[src/rtl/bws_pkg.sv]
package bws_pkg;

  typedef enum logic [2:0] {
    S_IDLE,
    S_T1,
    S_T2,
    S_T3,
    S_TW,
    S_HOLD,
    S_T4
  } seq_state_t;

  // Largest wait count reachable with a code of the given width
  function automatic int unsigned max_waits(input int unsigned bits);
    return (bits >= 3) ? 15 : ((1 << bits) - 1);
  endfunction

  // Extended code: 0..3 direct, 4..7 map to 5, 7, 9, 15
  function automatic int unsigned ws_map(input logic [2:0] code);
    case (code)
      3'd4:    return 5;
      3'd5:    return 7;
      3'd6:    return 9;
      3'd7:    return 15;
      default: return int'(code);
    endcase
  endfunction

endpackage

[src/rtl/bws_sync.sv]
module bws_sync #(
  parameter int STAGES = 2
) (
  input  logic clk,
  input  logic rst_n,
  input  logic d,
  output logic q
);
  logic [STAGES-1:0] chain_q;

  always_ff @(posedge clk or negedge rst_n) begin
    if (!rst_n) chain_q <= '0;
    else        chain_q <= {chain_q[STAGES-2:0], d};
  end

  assign q = chain_q[STAGES-1];
endmodule

[src/rtl/bws_decode.sv]
module bws_decode
  import bws_pkg::*;
#(
  parameter int WS_BITS = 3,
  parameter int CNT_W   = 4
) (
  input  logic [WS_BITS-1:0] code,
  output logic [CNT_W-1:0]   waits
);
  generate
    if (WS_BITS >= 3) begin : g_ext
      assign waits = CNT_W'(ws_map(code[2:0]));
    end else begin : g_plain
      assign waits = CNT_W'(code);
    end
  endgenerate
endmodule

[src/rtl/bws_fsm.sv]
module bws_fsm
  import bws_pkg::*;
#(
  parameter int CNT_W = 4
) (
  input  logic             clk,
  input  logic             rst_n,
  input  logic             start,
  input  logic [CNT_W-1:0] waits_in,
  input  logic             req_in,
  input  logic             sel_in,
  input  logic             ardy_s,
  input  logic             srdy,
  output logic             extend,
  output logic             t4,
  output logic [CNT_W-1:0] waits_q,
  output logic             req_q
);
  seq_state_t       state_q, state_d;
  logic [CNT_W-1:0] rem_q, rem_d;
  logic             sel_q;
  logic             load, rem_en, rdy_ok, stall;

  assign load   = (state_q == S_IDLE) && start;
  assign rdy_ok = sel_q ? srdy : ardy_s;
  assign stall  = req_q && !rdy_ok;

  always_comb begin
    state_d = state_q;
    rem_d   = rem_q;
    rem_en  = 1'b0;
    case (state_q)
      S_IDLE: if (start) state_d = S_T1;
      S_T1:   state_d = S_T2;
      S_T2:   state_d = S_T3;
      S_T3: begin
        if (waits_q == '0) begin
          state_d = stall ? S_HOLD : S_T4;
        end else if (waits_q == CNT_W'(1)) begin
          state_d = stall ? S_HOLD : S_TW;
          rem_d   = CNT_W'(1);
          rem_en  = 1'b1;
        end else begin
          state_d = S_TW;
          rem_d   = waits_q;
          rem_en  = 1'b1;
        end
      end
      S_TW: begin
        if (rem_q == CNT_W'(1)) begin
          state_d = S_T4;
        end else if ((rem_q == CNT_W'(2)) && stall) begin
          state_d = S_HOLD;
        end else begin
          rem_d  = rem_q - CNT_W'(1);
          rem_en = 1'b1;
        end
      end
      S_HOLD: begin
        if (!stall) begin
          state_d = S_TW;
          rem_d   = CNT_W'(1);
          rem_en  = 1'b1;
        end
      end
      S_T4:    state_d = S_IDLE;
      default: state_d = S_IDLE;
    endcase
  end

  always_ff @(posedge clk or negedge rst_n) begin
    if (!rst_n) state_q <= S_IDLE;
    else        state_q <= state_d;
  end

  always_ff @(posedge clk or negedge rst_n) begin
    if (!rst_n)      rem_q <= '0;
    else if (rem_en) rem_q <= rem_d;
  end

  always_ff @(posedge clk or negedge rst_n) begin
    if (!rst_n) begin
      waits_q <= '0;
      req_q   <= 1'b0;
      sel_q   <= 1'b0;
    end else if (load) begin
      waits_q <= waits_in;
      req_q   <= req_in;
      sel_q   <= sel_in;
    end
  end

  assign extend = (state_q == S_TW) || (state_q == S_HOLD);
  assign t4     = (state_q == S_T4);
endmodule

[src/rtl/bus_wait_seq.sv]
module bus_wait_seq
  import bws_pkg::*;
#(
  parameter int WS_BITS     = 3,
  parameter int SYNC_STAGES = 2
) (
  input  logic               clk,
  input  logic               rst_n,
  input  logic               cyc_start,
  input  logic [WS_BITS-1:0] ws_code,
  input  logic               rdy_req,
  input  logic               rdy_sel,
  input  logic               ardy_in,
  input  logic               srdy_in,
  output logic               bus_extend,
  output logic               cyc_t4
);
  localparam int CNT_W = $clog2(max_waits(WS_BITS) + 1);

  logic             rst_meta_q, rst_sync_n;
  logic             ardy_s;
  logic [CNT_W-1:0] waits_dec;
  logic [CNT_W-1:0] cfg_waits;
  logic             cfg_req;

  // Reset asserts at once and releases on the clock
  always_ff @(posedge clk or negedge rst_n) begin
    if (!rst_n) begin
      rst_meta_q <= 1'b0;
      rst_sync_n <= 1'b0;
    end else begin
      rst_meta_q <= 1'b1;
      rst_sync_n <= rst_meta_q;
    end
  end

  bws_sync #(.STAGES(SYNC_STAGES)) u_ardy_sync (
    .clk   (clk),
    .rst_n (rst_sync_n),
    .d     (ardy_in),
    .q     (ardy_s)
  );

  bws_decode #(.WS_BITS(WS_BITS), .CNT_W(CNT_W)) u_decode (
    .code  (ws_code),
    .waits (waits_dec)
  );

  bws_fsm #(.CNT_W(CNT_W)) u_fsm (
    .clk      (clk),
    .rst_n    (rst_sync_n),
    .start    (cyc_start),
    .waits_in (waits_dec),
    .req_in   (rdy_req),
    .sel_in   (rdy_sel),
    .ardy_s   (ardy_s),
    .srdy     (srdy_in),
    .extend   (bus_extend),
    .t4       (cyc_t4),
    .waits_q  (cfg_waits),
    .req_q    (cfg_req)
  );
endmodule

[config.mk]
export PLATFORM = sky130hd
export DESIGN_NAME = bus_wait_seq
export DESIGN_NICKNAME = d
export VERILOG_FILES = /design/src/rtl/bws_pkg.sv /design/src/rtl/bws_sync.sv /design/src/rtl/bws_decode.sv /design/src/rtl/bws_fsm.sv /design/src/rtl/bus_wait_seq.sv
export SDC_FILE = /design/constraint.sdc
export NUM_CORES = 1
export LEC_CHECK = 0
export CAP_MARGIN = 15
export CORE_ASPECT_RATIO = 1.2
export CORE_UTILIZATION = 47
export DETAILED_ROUTE_END_ITERATION = 10
export PLACE_DENSITY = 0.69
export REMOVE_ABC_BUFFERS = 1
export SYNTH_ARGS = -nofsm -noshare
export SYNTH_HDL_FRONTEND = slang
export SYNTH_HIERARCHICAL = 1
export SYNTH_SLANG_ARGS = --single-unit
[constraint.sdc]
create_clock -name clk -period 2.73 [get_ports clk]
set_input_delay 0.546 -clock clk [delete_from_list [all_inputs] [get_ports clk]]
set_output_delay 0.546 -clock clk [all_outputs]
set_load 0.01 [all_outputs]
Word-level counts from Yosys, hierarchy flattened --
Cells that the tools add are included.
Storage, ports and cells: logic and storage cells 60, output and inout port bits 2, bits in registers 17
Cells by class: add/subtract/negate cells 1, reductions and logical operators 10, muxes and demuxes 22, equality and inequality tests 19
Operator list (count):
- == test 3 bit (second input constant) | 7
- two-way mux 4 bit | 5
- two-way mux 3 bit | 6
- case mux 3 bit (6 select lines) | 1
- case mux 4 bit (4 select lines) | 1
- case mux 4 bit (3 select lines) | 1
- inequality test 2 bit (second input constant) | 5
- == test 4 x 1 -> 1 bit (second input constant) | 2
- == test 3 x 2 -> 1 bit (second input constant) | 2
- two-way mux 1 bit | 6
- AND reduction 6 bit | 1
- == test 4 x 2 -> 1 bit (second input constant) | 1
- logical NOT 4 bit | 1
- subtractor 4 x 1 -> 4 bit (second input constant) | 1
- == test 3 x 1 -> 1 bit (second input constant) | 1
- logical AND 1 bit | 3
- logical NOT 3 bit | 1
- inequality test 3 x 1 -> 1 bit (second input constant) | 1
- case mux 1 bit (3 select lines) | 1
- AND reduction 3 bit | 1
- nonzero test 3 bit | 1
- two-way mux 2 bit | 1
- logical NOT 1 bit | 1
- logical OR 1 bit | 1

Depth between registers and ports, before layout --
Gate-level depths: netlist (run 1).
depth after elaboration 8, gate-level depth with buffers 6, gate-level depth less buffers 6

Cells and area by module --
Netlist (run 1), hierarchy kept.
Modules (own cells, without submodules):
- bws_fsm | cells an instance 75, instances 1, area each 859.6 um^2
- bus_wait_seq | cells an instance 3, instances 1, area each 53.8 um^2
- bws_sync | cells an instance 2, instances 1, area each 50.0 um^2
- bws_decode | cells an instance 5, instances 1, area each 40.0 um^2

Worst setup path after synthesis (run 1) --
Ideal clock, no wire load.
path type reg2reg, start point register u_fsm.rem_q[0], end point register u_fsm.rem_q[0], buffers on the path 0, data arrival time 1400 ps, cell stages (with the launch flop) 7, slack 1250 ps, data required time 2651 ps, library setup time 79 ps, cells stage by stage dfrtp_1 -> inv_1 -> ha_1 -> nor3b_1 -> o211ai_1 -> a21oi_2 -> mux2i_1
Between the ends: longest elaborated chain between the ends 6
Ends and longest elaborated chain:
- start: declaration | line bws_fsm.sv:20 | logic [CNT_W-1:0] rem_q, rem_d;
- start signal: assignment | line bws_fsm.sv:78 | else if (rem_en) rem_q <= rem_d;
- == test 4 x 2 -> 1 bit | line bws_fsm.sv:52 | end else if ((rem_q == CNT_W'(2)) && stall) begin
- logical AND 1 bit | line bws_fsm.sv:52
- two-way mux 1 bit | line bws_fsm.sv:52
- two-way mux 1 bit | line bws_fsm.sv:50 | if (rem_q == CNT_W'(1)) begin
- case mux 1 bit (3 select lines) | line bws_fsm.sv:32 | case (state_q)
- AND reduction 6 bit (no source line)
Several ways; a longest one is shown, not always the timed one. The select of a mux whose other input is x is not followed. A chain may end at the register's enable or synchronous reset.

Final worst setup path (run 1) --
start point register u_fsm.state_q[1], end point output bus_extend
Between the ends: longest elaborated chain between the ends 2
Ends and longest elaborated chain:
- start: declaration | line bws_fsm.sv:19 | seq_state_t state_q, state_d;
- start signal: assignment | line bws_fsm.sv:73 | else state_q <= state_d;
- == test 3 bit | line bws_fsm.sv:93 | assign extend = (state_q == S_TW) || (state_q == S_HOLD);
- logical OR 1 bit (*) | line bws_fsm.sv:93
- end: declaration | line bus_wait_seq.sv:15 | output logic bus_extend,
Every way passes the cells marked *; elsewhere a longest branch is shown, timed or not.

==> results of run 1 <==
[cells by family (layout without fill, tap and decap cells)]
group	after synthesis	after routing	synth area share [%]
AO/OA/AOI/OAI	22	22	18.1
adder cells (fa/ha/maj)	3	3	3.74
buffers and inverters	9	21	5.74
flip-flops	17	17	42.4
multiplexers	10	10	12.5
other	1	1	0.374
AND/OR/NAND/NOR	23	23	17.2
[sequential cells by signal (all words and copies together), names as in the netlist]
register,flops
u_ardy_sync/chain_q,2
u_fsm/req_q,1
u_fsm/waits_q,4
u_fsm/state_q,3
rst_sync_n,1
u_fsm/sel_q,1
u_fsm/rem_q,4
rst_meta_q,1
[where the power goes]
group	internal, mW	switching (mW)
sequential	0.346	0.177
clock	0.0567	0.0768
combinational	0.281	0.225
[worst min path at each step]
stage	from	end	slack (ns)	cells after the start
6_report	rst_sync_n	u_fsm/waits_q[0]	0.25	0
5_1_grt	rst_sync_n	u_fsm/rem_q[1]	0.32	0
4_1_cts	rst_sync_n	u_fsm/waits_q[0]	0.28	0
3_5_place_dp	rst_sync_n	u_fsm/waits_q[0]	0.27	0
3_3_place_gp	rst_sync_n	u_fsm/waits_q[0]	0.26	0
2_1_floorplan	rst_sync_n	u_ardy_sync/chain_q[0]	0.19	0
[area by class of cell]
class,instances,area (µm²)
Clock buffer,4,26.3
Fill cell,161,785
Inverter,6,23.8
Multi-Input combinational cell,59,520
Sequential cell,17,425
Tap cell,19,23.8
Timing Repair Buffer,11,110
[critical path, stage by stage, from the launching register on]
cell and delay, ns:
dfrtp_1 0.59, nand2b_4 0.25, clkinv_2 0.08, clkdlybuf4s50_1 0.47
[layout by cell type (no fill, tap or decap), drive strengths merged]
cell           count
o221ai             1
ha                 3
nor4b              1
or2                1
mux2i              3
o32ai              2
a21boi             2
o211ai             1
clkdlybuf4s50     11
nor3               2
mux2               7
nor4               1
o31ai              2
a221oi             1
nand3b             1
o21bai             1
conb               1
and3               2
nor2               6
dfrtp             17
a32oi              2
clkinv             1
a31oi              2
a21oi              2
nor3b              2
and2               1
clkbuf             4
a31o               1
o221a              1
nand2b             2
nand2              4
inv                5
o21ai              1
o31a               1
a2bb2oi            1
o22ai              1
[layer usage]
metal	GRT usage, %	part of all wire, %	up-vias
li1	-	-	343
met1	22.4	45	354
met2	32.4	52	13
met3	2.07	2.6	2
met4	9.09	0.68	0
met5	0	0	-
[synth_stat cells, types with 2 or more instances]
master	instances	area, µm²
dfrtp_1	17	425
o31ai_1	2	15.0
buf_6	3	33.8
and3_1	2	12.5
mux2i_1	2	20.0
nand2_1	4	15.0
nor3_1	2	10.0
mux2_2	6	67.6
nor2_1	6	22.5
a32oi_1	2	17.5
a31oi_1	2	12.5
ha_1	3	37.5
inv_1	5	18.8
[metrics by stage]
step / instance area (µm²) / instances
after floorplan: 970 / 82
after global placement: 1100 / 112
after detailed placement: 1100 / 112
after CTS: 1130 / 116
after global routing: 1130 / 116
final: 1130 / 116
==> flow_summary_export.csv, run 1 <==
group,metric,value,unit
worst_setup_path,reg2reg_from,"u_fsm/rem_q[0]",
detailed_routing,drt-initial-drc-count,20,
floorplanning,start_util,52.4,%
clocking,root_buffer,"clkbuf_4",
worst_setup_path,start_kind,"flip-flop",
logic_synthesis,synth-edff-count,0,
clocking,clk_path_buf_depth,2,
power,power,1.16,mW
logic_synthesis,yosysSeqAreaShare,42.4,%
global_routing,antenna_found_initial,0,
flow_run,drv_cap,0,
worst_setup_path,setup.worst_path.end,"bus_extend",
logic_synthesis,async_reset_ff_share,100,%
place,portBuffers,11,
layout,drive_above_1_share,22.7,%
power,power_per_cell_area,1030,nW/µm²
place,gp_congestion,0.902,
floorplanning,pin_count,12,
logic_synthesis,synth_cells,85,
logic_synthesis,ys_warn_count,6,
power,max-vdd-ir-drop,0.501,mV
clocking,ctsResizeCount,0,
logic_synthesis,synth_ff_type,"dfrtp_1",
worst_setup_path,crit_path_max_fanout,9,
power,p_leak,0.482,nW
detailed_routing,drt_first_pass_iters,4,
global_routing,grt_pass1_wl,3150,µm
clocking,htree_levels,1,
clocking,cts_buffers,3,
sta,rsz0062_at_grt,"false",
clocking,insertion_delay,0.28,ns
sta,fin_crit_sh,81.5,%
sta,slew_headroom,59.5,%
min_path,hold_path.class,"reg -> async",
detailed_routing,detail-route-antenna-nets,0,
logic_synthesis,syn_area,1000,µm²
place,hpwl,1370,µm
floorplanning,rows,17,
worst_setup_path,startpoint,"u_fsm/state_q[1]",
sta,fin_skew,0.00331,ns
sta,finalSetupViolCount,0,
clocking,cts_setup_buffers,0,
floorplanning,die-area,2320,µm²
detailed_routing,routed_wl,1780,µm
global_routing,grt_start_max_net_pins,16,
floorplanning,die_h,52.6,µm
clocking,cts.clk_slew.worst_paths,0.10,ns
floorplanning,die_x,44.2,µm
floorplanning,core,1910,µm²
worst_setup_path,rrSetupSlack,1.04,ns
outcome,status,"completed",
detailed_routing,drc,0,
layout,postLayoutCoreUtil,59.0,%
logic_synthesis,synth_area_per_cell,11.8,µm²
detailed_routing,wl_per_cell,15.3,µm
layout,antennaDiodeCount,0,
logic_synthesis,synth.distinct_cells,42,
global_routing,grt_pass1_vias,700,
global_routing,track_usage,18.6,%
detailed_routing,via_count,712,
worst_setup_path,timing.rr.end,"u_fsm/rem_q[1]",
clocking,cts_hold_buf,0,
layout,areaGrowthSynthToFinish,12.6,%
sta,setup_ws,0.505,ns
worst_setup_path,endpoint_kind,"output port",
sta,holdWs,0.253,ns
sta,finalHoldViolations,0,
logic_synthesis,ys_ff_latch,17,
worst_setup_path,setup.worst_path.class,"reg -> out",
clocking,cts_tree,"done",
detailed_routing,vias_per_cell,6.14,
layout,fin_nets,111,
global_routing,gr-total-overflow,0,
place,preCtsSetupSlack,0.763,ns
sta,drv_slew,0,
worst_setup_path,r2r_cells,6,
worst_setup_path,worstPathArrival,1.68,ns
worst_setup_path,worst_ep_required_time,2.18,ns
sta,worst_slew_pin_slew,0.607,ns
clocking,cts.sink_count,17,
sta,max_freq,449,MHz
sta,min_period,2.23,ns
sta,finalSetupTns,0,ns
Power figures use the tool's default switching activity.
==> run 2, diff against run 1 <==
==> constraint.sdc (replaced) <==
create_clock -name clk -period 2.1 [get_ports clk]
set_input_delay 0.42 -clock clk [delete_from_list [all_inputs] [get_ports clk]]
set_output_delay 0.42 -clock clk [all_outputs]
set_load 0.01 [all_outputs]
==> run 2 against run 1 <==
  * Cell count increased by 0.86%
  * Combinational power rose by 37%
  * Critical path depth stayed put
  * Sequential share of layout area fell by 0.18 points
  * Count of clock-buffer cells in the layout unchanged
  * Core utilization is 0.46 points higher
  * Power is 31% higher
  * Register-to-register slack got worse by 0.66 ns
  * Global-route usage is 0.86 points lower
  * Via count is 1.3% higher
==> flow_summary_export.csv, run 2 (synthesized netlist as in run 1, its figures left out) <==
group,metric,value,unit
sta,min_period,1.94,ns
worst_setup_path,crit_path_top_delay_cell,"clkdlybuf4s50_1",
power,power_frac_clock,11.2,%
floorplanning,core,1910,µm²
clocking,root_buffer,"clkbuf_4",
sta,slew_headroom,62.2,%
detailed_routing,routed_wl,1790,µm
floorplanning,pin_count,12,
sta,fin_skew,0.0145,ns
flow_run,drv_cap,0,
worst_setup_path,worstPathArrival,1.52,ns
sta,rsz0062_at_grt,"false",
detailed_routing,vias_per_cell,6.16,
clocking,cts.sink_count,17,
layout,antennaDiodeCount,0,
power,combPwrFrac,45.4,%
floorplanning,die_x,44.2,µm
sta,finalSetupViolCount,0,
power,p_int,904,µW
sta,max_freq,515,MHz
clocking,insertion_delay,0.29,ns
detailed_routing,wl_per_cell,15.3,µm
sta,holdWs,0.239,ns
sta,finalSetupTns,0,ns
sta,worst_slew_pin_slew,0.568,ns
min_path,hold_path.class,"reg -> async",
worst_setup_path,cpPeakStageDelay,0.52,ns
layout,layout_common_cells,"16 x dfrtp_1, 11 x clkdlybuf4s50_1, 6 x nor2_1, 6 x mux2_2, 5 x inv_1",
global_routing,grt_pass1_vias,669,
floorplanning,die-area,2320,µm²
clocking,htree_levels,1,
layout,fin_nets,112,
worst_setup_path,path_cells,"nand2b_4 -> clkinv_2 -> clkdlybuf4s50_1",
power,switching_share,40.9,%
detailed_routing,drc,0,
layout,areaGrowthSynthToFinish,13.5,%
layout,final_cells,117,
global_routing,gr-total-overflow,0,
detailed_routing,via_count,721,
detailed_routing,drt-initial-drc-count,20,
worst_setup_path,critical-path-top-delay-family,"buffers and inverters",
floorplanning,rows,17,
detailed_routing,drt_first_pass_iters,4,
power,power,1.53,mW
worst_setup_path,start_kind,"flip-flop",
clocking,cts_buffers,3,
layout,multi_input_area,520,µm²
clocking,cts.clk_slew.worst_paths,0.10,ns
power,seq_power_share,43.4,%
detailed_routing,detail-route-antenna-nets,0,
global_routing,track_usage,17.8,%
clocking,cts_tree,"done",
outcome,status,"completed",
power,power.switching,625,µW
power,power_per_cell_area,1340,nW/µm²
worst_setup_path,setup.worst_path.class,"reg -> out",
sta,fin_crit_sh,92.5,%
global_routing,grt_pass1_wl,3010,µm
floorplanning,start_util,52.4,%
layout,seqCellArea,427,µm²
power,p_leak,0.486,nW
layout,nFillCells,162,
worst_setup_path,crit_buf_inv,2,
place,hpwl,1420,µm
layout,drive_above_1_share,24.5,%
layout,postLayoutCoreUtil,59.5,%
place,placedCellCount,113,
sta,drv_slew,0,
power,max-vdd-ir-drop,0.696,mV
worst_setup_path,endpoint_kind,"output port",
floorplanning,die_h,52.6,µm
clocking,clk_path_buf_depth,2,
layout,final_common_cell,"dfrtp_1",
layout,top_regs,"u_fsm/rem_q (4), u_fsm/waits_q (4), u_fsm/state_q (3)",
global_routing,antenna_found_initial,0,
worst_setup_path,crit_path_max_fanout,6,
place,portBuffers,11,
place,gp_congestion,0.883,
global_routing,grt_start_max_net_pins,16,
worst_setup_path,worst_ep_required_time,1.68,ns
sta,finalHoldViolations,0,
run 2: cell count changes in the layout (fill, tap and decap cells not counted):
cell and delta:
dfrtp_1 -1, buf_4 +1, dfrtp_2 +1
run 2: area by class of cell:
| cell class | count | area share [%] |
|---|---|---|
| inverter | 6 | 2.09 |
| clock buffer | 4 | 2.31 |
| tap | 19 | 2.09 |
| sequential | 17 | 37.5 |
| multi-input combinational | 59 | 45.7 |
| timing repair buffer | 12 | 10.3 |
run 2: worst paths after layout:
path                                          endpoint  slack, ns                    from  cells past startpoint
min in group clk                u_ardy_sync/chain_q[1]       0.36  u_ardy_sync/chain_q[0]                      0
worst min register to register        u_fsm/waits_q[2]       0.24              rst_sync_n                      0
worst max-delay path                        bus_extend       0.16        u_fsm/state_q[1]                      3
max in group asynchronous             u_fsm/state_q[2]       1.44              rst_sync_n                      0
worst max register to register          u_fsm/rem_q[0]       0.38          u_fsm/rem_q[0]                      6
worst min-delay path                  u_fsm/waits_q[2]       0.24              rst_sync_n                      0
run 2: metrics by stage:
step / instance area [µm²] / setup WS (ns)
global route: 1140 / 0.0728
finish: 1140 / 0.158
detailed placement: 1110 / 0.262
CTS: 1140 / 0.0446
floorplan: 970 / 0.617
global placement: 1110 / 0.285
run 2: power groups by stage:
stage / Combinational [mW] / Clock [mW] / Sequential (mW)
3_3_place_gp: 0.678 / 0 / 0.665
4_1_cts: 0.695 / 0.179 / 0.660
5_1_grt: 0.769 / 0.191 / 0.684
2_1_floorplan: 0.530 / 0 / 0.632
3_5_place_dp: 0.693 / 0 / 0.668
6_report: 0.694 / 0.171 / 0.663
run 2: layer usage:
| layer | global-route usage [%] | up-vias | wire (µm) |
|---|---|---|---|
| met4 | 6.06 | 0 | 22 |
| met5 | 0 | - | 0 |
| met2 | 31.4 | 23 | 918 |
| met3 | 2.07 | 4 | 64 |
| li1 | - | 344 | - |
| met1 | 22.0 | 350 | 781 |
run 2: repair_timing:
item / 4_1_cts / 5_1_grt
gates resized for setup: 0 / 1
endpoints found under the setup margin: 0 / 2
hold buffers: 0 / 0
buffers inserted: 0 / 0
==> run 3, diff against run 2 <==
--- a/config.mk
+++ b/config.mk
@@ -9,8 +9,9 @@
 export CORE_ASPECT_RATIO = 1.2
 export CORE_UTILIZATION = 47
 export DETAILED_ROUTE_END_ITERATION = 10
-export PLACE_DENSITY = 0.69
+export DONT_BUFFER_PORTS = 1
 export REMOVE_ABC_BUFFERS = 1
+export SLEW_MARGIN = 20
 export SYNTH_ARGS = -nofsm -noshare
 export SYNTH_HDL_FRONTEND = slang
 export SYNTH_HIERARCHICAL = 1
==> run 3 against run 2 <==
  * Register-to-register slack improved by 0.04 ns
  * Hold slack got worse by 0.085 ns
  * First-iteration DRC count fell by 60%
  * Global-route usage rose by 1.0 points
  * Sequential share of layout area rose by 3.8 points
  * Sequential power rose by 3.0%
  * Via count fell by 5.4%
==> flow_summary_export.csv, run 3 (synthesized netlist as in run 1, its figures left out) <==
group,metric,value,unit
worst_setup_path,start_kind,"flip-flop",
worst_setup_path,crit_path_max_fanout,4,
global_routing,grt_pass1_wl,3080,µm
sta,holdWs,0.154,ns
detailed_routing,routed_wl,1800,µm
worst_setup_path,setup.worst_path.class,"reg -> reg",
power,p_leak,0.444,nW
layout,nFillCells,171,
layout,antennaDiodeCount,0,
sta,finalSetupTns,0,ns
sta,finalSetupViolCount,0,
flow_run,drv_cap,0,
sta,min_period,1.68,ns
layout,multi_input_area,520,µm²
power,power_per_cell_area,1440,nW/µm²
floorplanning,core,1910,µm²
detailed_routing,drc,0,
floorplanning,pin_count,12,
worst_setup_path,r2r_cells,6,
clocking,cts.clk_slew.worst_paths,0.10,ns
min_path,holdPathStages,0,
clocking,insertion_delay,0.29,ns
worst_setup_path,rrSetupSlack,0.42,ns
clocking,cts.sink_count,17,
sta,drv_slew,0,
layout,final_cells,106,
clocking,root_buffer,"clkbuf_4",
worst_setup_path,endpoint_kind,"flip-flop",
floorplanning,start_util,52.4,%
clocking,cts_buffers,3,
detailed_routing,top_layer_used,"met4",
detailed_routing,m1WireLength,781,µm
layout,areaGrowthSynthToFinish,2.62,%
floorplanning,rows,17,
power,max-vdd-ir-drop,0.706,mV
place,portBuffers,0,
detailed_routing,drt_first_pass_iters,4,
outcome,status,"completed",
floorplanning,die_h,52.6,µm
layout,final_common_cell,"dfrtp_1",
clocking,htree_levels,1,
detailed_routing,drt-initial-drc-count,8,
layout,seqCellArea,425,µm²
worst_setup_path,crit_path_top_delay_cell,"dfrtp_1",
detailed_routing,vias_per_cell,6.43,
min_path,hold_path.class,"in -> reg",
global_routing,track_usage,18.8,%
layout,layout_common_cells,"17 x dfrtp_1, 6 x nor2_1, 6 x mux2_2",
sta,worst_slew_pin_slew,0.592,ns
detailed_routing,route.met3.wl,40,µm
sta,finalHoldViolations,0,
sta,fin_crit_sh,80.2,%
floorplanning,die-area,2320,µm²
sta,max_freq,594,MHz
worst_setup_path,path_cells,"inv_1 -> ha_1 -> nor3b_1 -> o211ai_1 -> a21oi_2 -> mux2i_1",
detailed_routing,via_count,682,
place,gp_congestion,0.828,
worst_setup_path,worst_ep_required_time,2.32,ns
worst_setup_path,cpPeakStageDelay,0.43,ns
global_routing,antenna_found_initial,0,
sta,slew_headroom,60.6,%
sta,fin_skew,0.00899,ns
detailed_routing,wl_per_cell,17.0,µm
sta,rsz0062_at_grt,"false",
global_routing,grt_pass1_vias,669,
clocking,cts_tree,"done",
layout,drive_above_1_share,25.3,%
clocking,clk_path_buf_depth,2,
global_routing,grt_start_max_net_pins,16,
place,hpwl,1390,µm
global_routing,gr-total-overflow,0,
worst_setup_path,worstPathArrival,1.91,ns
place,placedCellCount,101,
layout,fin_nets,101,
floorplanning,die_x,44.2,µm
detailed_routing,dr_wl_met2,911,µm
layout,top_regs,"u_fsm/rem_q (4), u_fsm/waits_q (4), u_fsm/state_q (3)",
clocking,ctsResizeCount,0,
detailed_routing,detail-route-antenna-nets,0,
[run 3: changes by cell type in the layout (fill, tap and decap cells not counted)]
cell / change
dlygate4sd3_1: +1
dfrtp_2: -1
dfrtp_1: +1
buf_4: -1
clkdlybuf4s50_1: -11
[run 3: through the flow]
stage	setup slack, ns	utilization (%)	area [µm²]	total power, mW
2_1_floorplan	0.617	-	970	1.16
3_3_place_gp	0.512	51.9	993	1.30
3_5_place_dp	0.447	51.9	993	1.31
4_1_cts	0.412	53.8	1030	1.49
5_1_grt	0.274	53.8	1030	1.59
6_report	0.416	53.8	1030	1.48
[run 3: layout make-up]
type / instances / area share, %
multi-input cells: 59 / 50.5
flip-flops and latches: 17 / 41.3
clock buffers: 4 / 2.55
inverters: 6 / 2.31
well taps: 19 / 2.31
repair buffers: 1 / 0.972
[run 3: power breakdown]
| part | total, mW | switching, mW | internal (mW) |
|---|---|---|---|
| clock | 0.176 | 0.102 | 0.0739 |
| sequential | 0.683 | 0.233 | 0.450 |
| combinational | 0.619 | 0.287 | 0.332 |
[run 3: worst paths after layout]
| path | startpoint | end |
|---|---|---|
| max | u_fsm/rem_q[0] | u_fsm/rem_q[0] |
| min | ardy_in | u_ardy_sync/chain_q[0] |
| max reg2reg | u_fsm/rem_q[0] | u_fsm/rem_q[0] |
| min reg2reg | rst_sync_n | u_fsm/rem_q[0] |
| max in group asynchronous | rst_sync_n | u_fsm/state_q[2] |
| min in group asynchronous | rst_sync_n | u_fsm/rem_q[0] |
[run 3: repair_timing]
item	4_1_cts	5_1_grt
setup buffers	0	0
hold endpoints to repair	2	0
endpoints found under the setup margin	0	0
hold buffers	1	0
[run 3: critical path: cells and delay by family, from the launching register on]
family / cells / cell delay, ns
AND/OR/NAND/NOR: 1 / 0.19
flip-flops: 1 / 0.43
buffers and inverters: 1 / 0.13
AO/OA/AOI/OAI: 2 / 0.44
adder cells (fa/ha/maj): 1 / 0.20
multiplexers: 1 / 0.22
[run 3: routing by layer]
metal / up-vias / track usage, %
li1: 322 / -
met1: 344 / 23.6
met2: 10 / 29.4
met3: 6 / 3.10
met4: 0 / 12.1
met5: - / 0
